**config.mk**
```make
export PLATFORM = sky130hd
export DESIGN_NAME = wt_l2_steer
export DESIGN_NICKNAME = d
export VERILOG_FILES = /design/src/rtl/wt_pkg.sv /design/src/rtl/wt_tag_store.sv /design/src/rtl/wt_way_decode.sv /design/src/rtl/wt_wbuf.sv /design/src/rtl/wt_l2_steer.sv
export SDC_FILE = /design/constraint.sdc
export NUM_CORES = 1
export LEC_CHECK = 0
export BUFFER_PORTS_ARGS = -buffer_cell sky130_fd_sc_hd__clkbuf_2
export CAP_MARGIN = 20
export CORE_MARGIN = 3
export CORE_UTILIZATION = 40
export DETAILED_ROUTE_END_ITERATION = 7
export GPL_TIMING_DRIVEN = 1
export PLACE_DENSITY = 0.56
export SYNTH_ARGS = -nofsm -noshare
export SYNTH_HDL_FRONTEND = slang
export SYNTH_SLANG_ARGS = --single-unit
export TNS_END_PERCENT = 1
```
**constraint.sdc**
```tcl
create_clock -name clk -period 3.15 [get_ports clk]
set_input_delay 0.315 -clock clk [delete_from_list [all_inputs] [get_ports clk]]
set_output_delay 0.315 -clock clk [all_outputs]
set_load 0.005 [all_outputs]
```
**src/rtl/wt_pkg.sv**
```systemverilog
package wt_pkg;
  localparam int unsigned DEF_L2_WAYS  = 4;
  localparam int unsigned DEF_L1_SETS  = 64;
  localparam int unsigned DEF_L1_WAYS  = 2;
  localparam int unsigned DEF_WB_DEPTH = 4;
  localparam int unsigned DEF_ADDR_W   = 32;
  localparam int unsigned DEF_DATA_W   = 32;

  // how a steered access reaches the L2 ways
  typedef enum logic {
    PATH_ALL    = 1'b0,
    PATH_DIRECT = 1'b1
  } path_e;
endpackage

```
**src/rtl/wt_tag_store.sv**
```systemverilog
module wt_tag_store #(
  parameter int unsigned IDX_W = 7,
  parameter int unsigned TAG_W = 2
) (
  input  logic             clk,
  input  logic             rst,
  input  logic             fill_valid,
  input  logic [IDX_W-1:0] fill_idx,
  input  logic [TAG_W-1:0] fill_tag,
  input  logic             evict_valid,
  input  logic [IDX_W-1:0] evict_idx,
  input  logic             rd_en,
  input  logic [IDX_W-1:0] rd_idx,
  output logic [TAG_W-1:0] rd_tag,
  output logic             rd_valid
);
  localparam int unsigned ENTRIES = 1 << IDX_W;

  // way register: holds the incoming way number for one cycle
  logic             wreg_pend;
  logic [IDX_W-1:0] wreg_idx;
  logic [TAG_W-1:0] wreg_tag;

  logic [TAG_W-1:0] tag_mem [ENTRIES];
  logic [ENTRIES-1:0] vld;

  // way-tag buffer register and bypass capture
  logic [TAG_W-1:0] buf_q;
  logic             byp_q;
  logic [TAG_W-1:0] byp_tag_q;

  logic wr_en;
  logic byp;

  assign wr_en = wreg_pend && !(evict_valid && (evict_idx == wreg_idx));
  assign byp   = wr_en && (wreg_idx == rd_idx);

  always_ff @(posedge clk) begin
    if (rst) begin
      wreg_pend <= 1'b0;
    end else begin
      wreg_pend <= fill_valid && !(evict_valid && (evict_idx == fill_idx));
    end
    if (fill_valid) begin
      wreg_idx <= fill_idx;
      wreg_tag <= fill_tag;
    end
  end

  // array written and read in the block RAM style
  always_ff @(posedge clk) begin
    if (wr_en) tag_mem[wreg_idx] <= wreg_tag;
    if (rd_en) buf_q <= tag_mem[rd_idx];
  end

  always_ff @(posedge clk) begin
    if (rst) begin
      vld <= '0;
    end else begin
      if (wr_en)       vld[wreg_idx]  <= 1'b1;
      if (evict_valid) vld[evict_idx] <= 1'b0;
    end
  end

  always_ff @(posedge clk) begin
    if (rst) begin
      rd_valid  <= 1'b0;
      byp_q     <= 1'b0;
      byp_tag_q <= '0;
    end else if (rd_en) begin
      rd_valid  <= byp ? 1'b1 : vld[rd_idx];
      byp_q     <= byp;
      byp_tag_q <= wreg_tag;
    end
  end

  assign rd_tag = byp_q ? byp_tag_q : buf_q;
endmodule

```
**src/rtl/wt_way_decode.sv**
```systemverilog
module wt_way_decode #(
  parameter int unsigned WAYS  = 4,
  parameter int unsigned TAG_W = 2
) (
  input  wt_pkg::path_e    path,
  input  logic [TAG_W-1:0] tag,
  output logic [WAYS-1:0]  way_en
);
  for (genvar i = 0; i < WAYS; i++) begin : g_way
    assign way_en[i] = (path == wt_pkg::PATH_ALL) || (tag == TAG_W'(i));
  end
endmodule

```
**src/rtl/wt_wbuf.sv**
```systemverilog
module wt_wbuf #(
  parameter int unsigned DEPTH = 4,
  parameter int unsigned W     = 69
) (
  input  logic                       clk,
  input  logic                       rst,
  input  logic                       push,
  input  logic [W-1:0]               push_data,
  input  logic                       pop,
  output logic                       head_valid,
  output logic [W-1:0]               head_data,
  output logic [$clog2(DEPTH+1)-1:0] count
);
  localparam int unsigned PTR_W = (DEPTH > 1) ? $clog2(DEPTH) : 1;
  localparam int unsigned CNT_W = $clog2(DEPTH + 1);

  logic [W-1:0]     mem [DEPTH];
  logic [PTR_W-1:0] wr_ptr;
  logic [PTR_W-1:0] rd_ptr;
  logic             do_pop;

  assign do_pop     = pop && (count != '0);
  assign head_valid = (count != '0);
  assign head_data  = mem[rd_ptr];

  always_ff @(posedge clk) begin
    if (push) mem[wr_ptr] <= push_data;
  end

  always_ff @(posedge clk) begin
    if (rst) begin
      wr_ptr <= '0;
      rd_ptr <= '0;
      count  <= '0;
    end else begin
      if (push)   wr_ptr <= (wr_ptr == PTR_W'(DEPTH - 1)) ? '0 : wr_ptr + 1'b1;
      if (do_pop) rd_ptr <= (rd_ptr == PTR_W'(DEPTH - 1)) ? '0 : rd_ptr + 1'b1;
      case ({push, do_pop})
        2'b10:   count <= count + CNT_W'(1);
        2'b01:   count <= count - CNT_W'(1);
        default: count <= count;
      endcase
    end
  end
endmodule

```
**src/rtl/wt_l2_steer.sv**
```systemverilog
module wt_l2_steer #(
  parameter int unsigned L2_WAYS  = wt_pkg::DEF_L2_WAYS,
  parameter int unsigned L1_SETS  = wt_pkg::DEF_L1_SETS,
  parameter int unsigned L1_WAYS  = wt_pkg::DEF_L1_WAYS,
  parameter int unsigned WB_DEPTH = wt_pkg::DEF_WB_DEPTH,
  parameter int unsigned ADDR_W   = wt_pkg::DEF_ADDR_W,
  parameter int unsigned DATA_W   = wt_pkg::DEF_DATA_W,
  localparam int unsigned SET_W   = $clog2(L1_SETS),
  localparam int unsigned LW_W    = (L1_WAYS > 1) ? $clog2(L1_WAYS) : 1,
  localparam int unsigned TAG_W   = (L2_WAYS > 1) ? $clog2(L2_WAYS) : 1
) (
  input  logic              clk,
  input  logic              rst,
  input  logic              fill_valid,
  input  logic [SET_W-1:0]  fill_set,
  input  logic [LW_W-1:0]   fill_way,
  input  logic [TAG_W-1:0]  fill_l2way,
  input  logic              evict_valid,
  input  logic [SET_W-1:0]  evict_set,
  input  logic [LW_W-1:0]   evict_way,
  input  logic              req_valid,
  output logic              req_ready,
  input  logic              req_write,
  input  logic              req_l1hit,
  input  logic [SET_W-1:0]  req_set,
  input  logic [LW_W-1:0]   req_way,
  input  logic [ADDR_W-1:0] req_addr,
  input  logic [DATA_W-1:0] req_data,
  output logic              st_valid,
  output logic              st_direct,
  output logic [L2_WAYS-1:0] st_way_en,
  output logic [TAG_W-1:0]  st_l2way,
  output logic              l2_valid,
  input  logic              l2_ready,
  output logic              l2_write,
  output logic [L2_WAYS-1:0] l2_way_en,
  output logic [ADDR_W-1:0] l2_addr,
  output logic [DATA_W-1:0] l2_data
);
  localparam int unsigned IDX_W = SET_W + LW_W;
  localparam int unsigned ENT_W = 1 + L2_WAYS + ADDR_W + DATA_W;
  localparam int unsigned CNT_W = $clog2(WB_DEPTH + 1);

  logic              accept;
  logic              st_valid_q;
  logic              st_wrhit_q;
  logic              st_write_q;
  logic [ADDR_W-1:0] st_addr_q;
  logic [DATA_W-1:0] st_data_q;

  logic [TAG_W-1:0]  tag_rd;
  logic              tag_ok;
  wt_pkg::path_e     path;
  logic [L2_WAYS-1:0] dec_en;

  logic [CNT_W-1:0]  wb_count;
  logic [CNT_W:0]    occ;
  logic [ENT_W-1:0]  head;

  // accept only while the stage plus queue has a free slot
  assign occ       = {1'b0, wb_count} + (CNT_W + 1)'(st_valid_q);
  assign req_ready = (occ < (CNT_W + 1)'(WB_DEPTH));
  assign accept    = req_valid && req_ready;

  wt_tag_store #(
    .IDX_W (IDX_W),
    .TAG_W (TAG_W)
  ) u_store (
    .clk         (clk),
    .rst         (rst),
    .fill_valid  (fill_valid),
    .fill_idx    ({fill_set, fill_way}),
    .fill_tag    (fill_l2way),
    .evict_valid (evict_valid),
    .evict_idx   ({evict_set, evict_way}),
    .rd_en       (accept),
    .rd_idx      ({req_set, req_way}),
    .rd_tag      (tag_rd),
    .rd_valid    (tag_ok)
  );

  always_ff @(posedge clk) begin
    if (rst) begin
      st_valid_q <= 1'b0;
      st_wrhit_q <= 1'b0;
      st_write_q <= 1'b0;
    end else begin
      st_valid_q <= accept;
      if (accept) begin
        st_wrhit_q <= req_write && req_l1hit;
        st_write_q <= req_write;
      end
    end
    if (accept) begin
      st_addr_q <= req_addr;
      st_data_q <= req_data;
    end
  end

  assign path = (st_wrhit_q && tag_ok) ? wt_pkg::PATH_DIRECT : wt_pkg::PATH_ALL;

  wt_way_decode #(
    .WAYS  (L2_WAYS),
    .TAG_W (TAG_W)
  ) u_dec (
    .path   (path),
    .tag    (tag_rd),
    .way_en (dec_en)
  );

  assign st_valid  = st_valid_q;
  assign st_direct = st_valid_q && (path == wt_pkg::PATH_DIRECT);
  assign st_way_en = st_valid_q ? dec_en : '0;
  assign st_l2way  = st_direct ? tag_rd : '0;

  wt_wbuf #(
    .DEPTH (WB_DEPTH),
    .W     (ENT_W)
  ) u_wbuf (
    .clk        (clk),
    .rst        (rst),
    .push       (st_valid_q),
    .push_data  ({st_write_q, dec_en, st_addr_q, st_data_q}),
    .pop        (l2_ready),
    .head_valid (l2_valid),
    .head_data  (head),
    .count      (wb_count)
  );

  assign {l2_write, l2_way_en, l2_addr, l2_data} = head;
endmodule

```
==> out/qor.yml <==
outcome: "finished, final reports clean"
slew_viol_final: 0
yosysMostFrequentCell: "edfxtp_1"
relSlewSlack_pct: 33.8
p_leak_nw: 11.6
viasPerCell: 5.47
yosys.area.top_type: "edfxtp_1"
clk_latency_ns: 0.63
num_rows: 98
hold_class: "input pin to flop"
yosys-top-cells-area: "edfxtp_1, mux4_2, dfxtp_1"
switching_share_pct: 23.3
antenna_left: 0
gr-total-overflow: 0
finalWeightedCongestion: 0.801
grt-busiest-layer: "met2"
cp_slowest_stage_delay_ns: 0.68
seq_area_mm2: 0.0211
antenna_found_initial: 1
synth_async_sr_flop_share_pct: 0
intPower_w: 0.0174
worst-setup-path-type: "flop to primary output"
post-route-drc-count: 0
clkTransAtPathRegs_ns: 0.06
skew_ns: 0.0208
max_slew.worst_pin.slew_ns: 0.983
grt_max_degree: 82
die_w_um: 277
placedCellCount: 2789
cp-start-kind: "flop"
cp.required_ns: 2.83
grt_use_met1_pct: 24.6
cts-root-buf: "clkbuf_16"
path_cells: "buf_4, mux4_2, clkbuf_2"
final.setup.tns_ns: 0
drive_gt1_share_pct: 25.4
critPathArrivalTime_ns: 2.43
synth_top_area_share_pct: 62.1
syn_avg_cell_area_um2: 17.2
min_period_ns: 2.74
yosysWarnings: 0
worstSetupEndpointType: "primary output"
start_util_pct: 40.7
cp.buffers_inverters: 2
clock_sink_count: 752
die_h_um: 277
syn_inst: 1707
vias: 16506
p_sw_w: 0.00530
p_clk_share_pct: 39.4
p_seq_share_pct: 50.3
die_area_mm2: 0.0766
clock_path_buffers: 3
hold_viol_final: 0
grtUsageTotal_pct: 18.4
ys_ff_latch: 752
synth_fp_nets: 1809
cts_max_level: 3
rsz0062_at_grt: "no"
synthTopCellsByCount: "edfxtp_1, nor2_1, mux4_2, dfxtp_1, a21oi_1"
fp.coreArea_mm2: 0.0721
finalCritPeriodShare_pct: 87.1
syn_to_final_growth_pct: 19.0
fmax_mhz: 365
worstPathMaxFanout: 22
dr.first_iter.drc_count: 1330
place_area_mm2: 0.0316
peakVddDrop_v: 0.000465
routed_wl_um: 70700
synth-seq-area-share_pct: 72.0
post-cts-setup-buffers: 0
syn-cell-area_mm2: 0.0293
grt_pass1_vias: 17105
fin_area_mm2: 0.0349
power_w: 0.0227
synth-edff-count: 607
layout.nets: 2100
drt_pass1_iterations: 5
timing.hold.ws_ns: 0.0655
timing.max_cap.violations: 0
multi_input_area_mm2: 0.00771
cts_tree: "built"
cp_slowest_cell: "dfxtp_4"
grt_pass1_wl_um: 107000
final_cells: 3015
power_frac_comb_pct: 10.3
fill_cells: 6099
io_pins: 174
synthFlopType: "edfxtp_1"
wl_per_cell_um: 23.5
cts_resized: 0
crit_family: "flip-flops"
portBuffers: 173
cts_buffers: 81
synthDistinctLibCells: 45
globalRouteMet3Util_pct: 3.86
grt_util_met2_pct: 30.3
hold_buffers: 75
powerDensity_mw_per_mm2: 652
place_hpwl_um: 45000
setup_viol: 0
-- power by group through the flow --
stage / logic [W] / registers, W / clock network, W
global placement: 0.00230 / 0.0116 / 0
finish: 0.00234 / 0.0114 / 0.00895
global route: 0.00254 / 0.0115 / 0.00959
CTS: 0.00240 / 0.0115 / 0.00919
detailed placement: 0.00232 / 0.0117 / 0
floorplan: 0.00143 / 0.0115 / 0
-- path summary, 6_finish.rpt --
path / depth (start not counted) / slack [ns] / startpoint / endpoint
hold / removal: 4 / 0.07 / l2_ready / flop
hold reg to reg: 2 / 0.46 / st_wrhit_q / st_wrhit_q
setup / recovery: 3 / 0.41 / flop / l2_addr[10]
setup reg to reg: 6 / 0.61 / u_store.wreg_idx[4] / u_store.rd_valid
-- placed cells by master, fill, tap and decap left out, types with 15 or more instances in the layout --
master,netlist,routed
clkbuf_2,1,170
a22oi_1,15,15
xnor2_1,17,17
dfxtp_1,145,143
edfxtp_1,607,607
buf_4,4,57
nor2_1,191,191
mux2i_1,52,52
a21oi_1,107,107
a211oi_1,31,31
mux4_2,162,162
clkbuf_1,54,30
nand2_1,32,32
dlygate4sd3_1,0,75
o21a_1,96,96
clkbuf_16,0,83
-- cell type report --
type / count / area share [%]
diodes: 1 / 0.00717
clock buffers: 119 / 6.51
clock inverters: 30 / 0.760
inverters: 12 / 0.133
multi-input cells: 836 / 22.1
flip-flops and latches: 752 / 60.6
well taps: 950 / 3.41
repair buffers: 315 / 6.52
-- routing by layer --
layer,wire [um],part of all wire (%),vias to the layer above
li1,-,-,7313
met3,4200,5.9,121
met5,0,0,-
met4,1820,2.6,0
met2,34700,49,533
met1,30000,42,8539
-- state kept, by name, summed over array words and instances, names as in the netlist, 2 cells and up, named ones only --
| signal | count |
|---|---|
| u_wbuf.count | 3 |
| st_addr_q | 32 |
| u_store.tag_mem | 256 |
| u_wbuf.rd_ptr | 2 |
| u_store.byp_tag_q | 2 |
| u_store.wreg_idx | 7 |
| u_store.buf_q | 2 |
| st_data_q | 32 |
| u_wbuf.wr_ptr | 2 |
| u_store.vld | 128 |
| u_store.wreg_tag | 2 |
| u_wbuf.mem | 276 |
-- kinds of logic (layout without fill, tap and decap cells) --
group | after synthesis | in the layout | synth area share, %
adder cells (fa/ha/maj) | 7 | 7 | 0.324
AO/OA/AOI/OAI | 276 | 276 | 6.09
flip-flops | 752 | 752 | 72.0
AND/OR/NAND/NOR | 312 | 312 | 4.68
buffers and inverters | 119 | 476 | 1.83
multiplexers | 218 | 218 | 14.4
XOR/XNOR | 23 | 23 | 0.687
other | 0 | 1 | 0
-- metrics by stage --
stage | util [%] | worst slack [ns]
2_1_floorplan | - | 0.176
6_report | 48.4 | 0.407
4_1_cts | 48.4 | 0.291
3_3_place_gp | 43.8 | 0.0854
3_5_place_dp | 43.8 | 0.0808
5_1_grt | 48.4 | 0.207
-- worst register-to-register path, stage by stage (launching register included) --
cell	delay [ns]
edfxtp_1	0.56
xor2_1	0.23
nor4_1	0.26
nand4_1	0.16
o21ai_0	0.79
nor4_1	0.17
nor4_1	0.27
(Power assumes the default switching activity.)
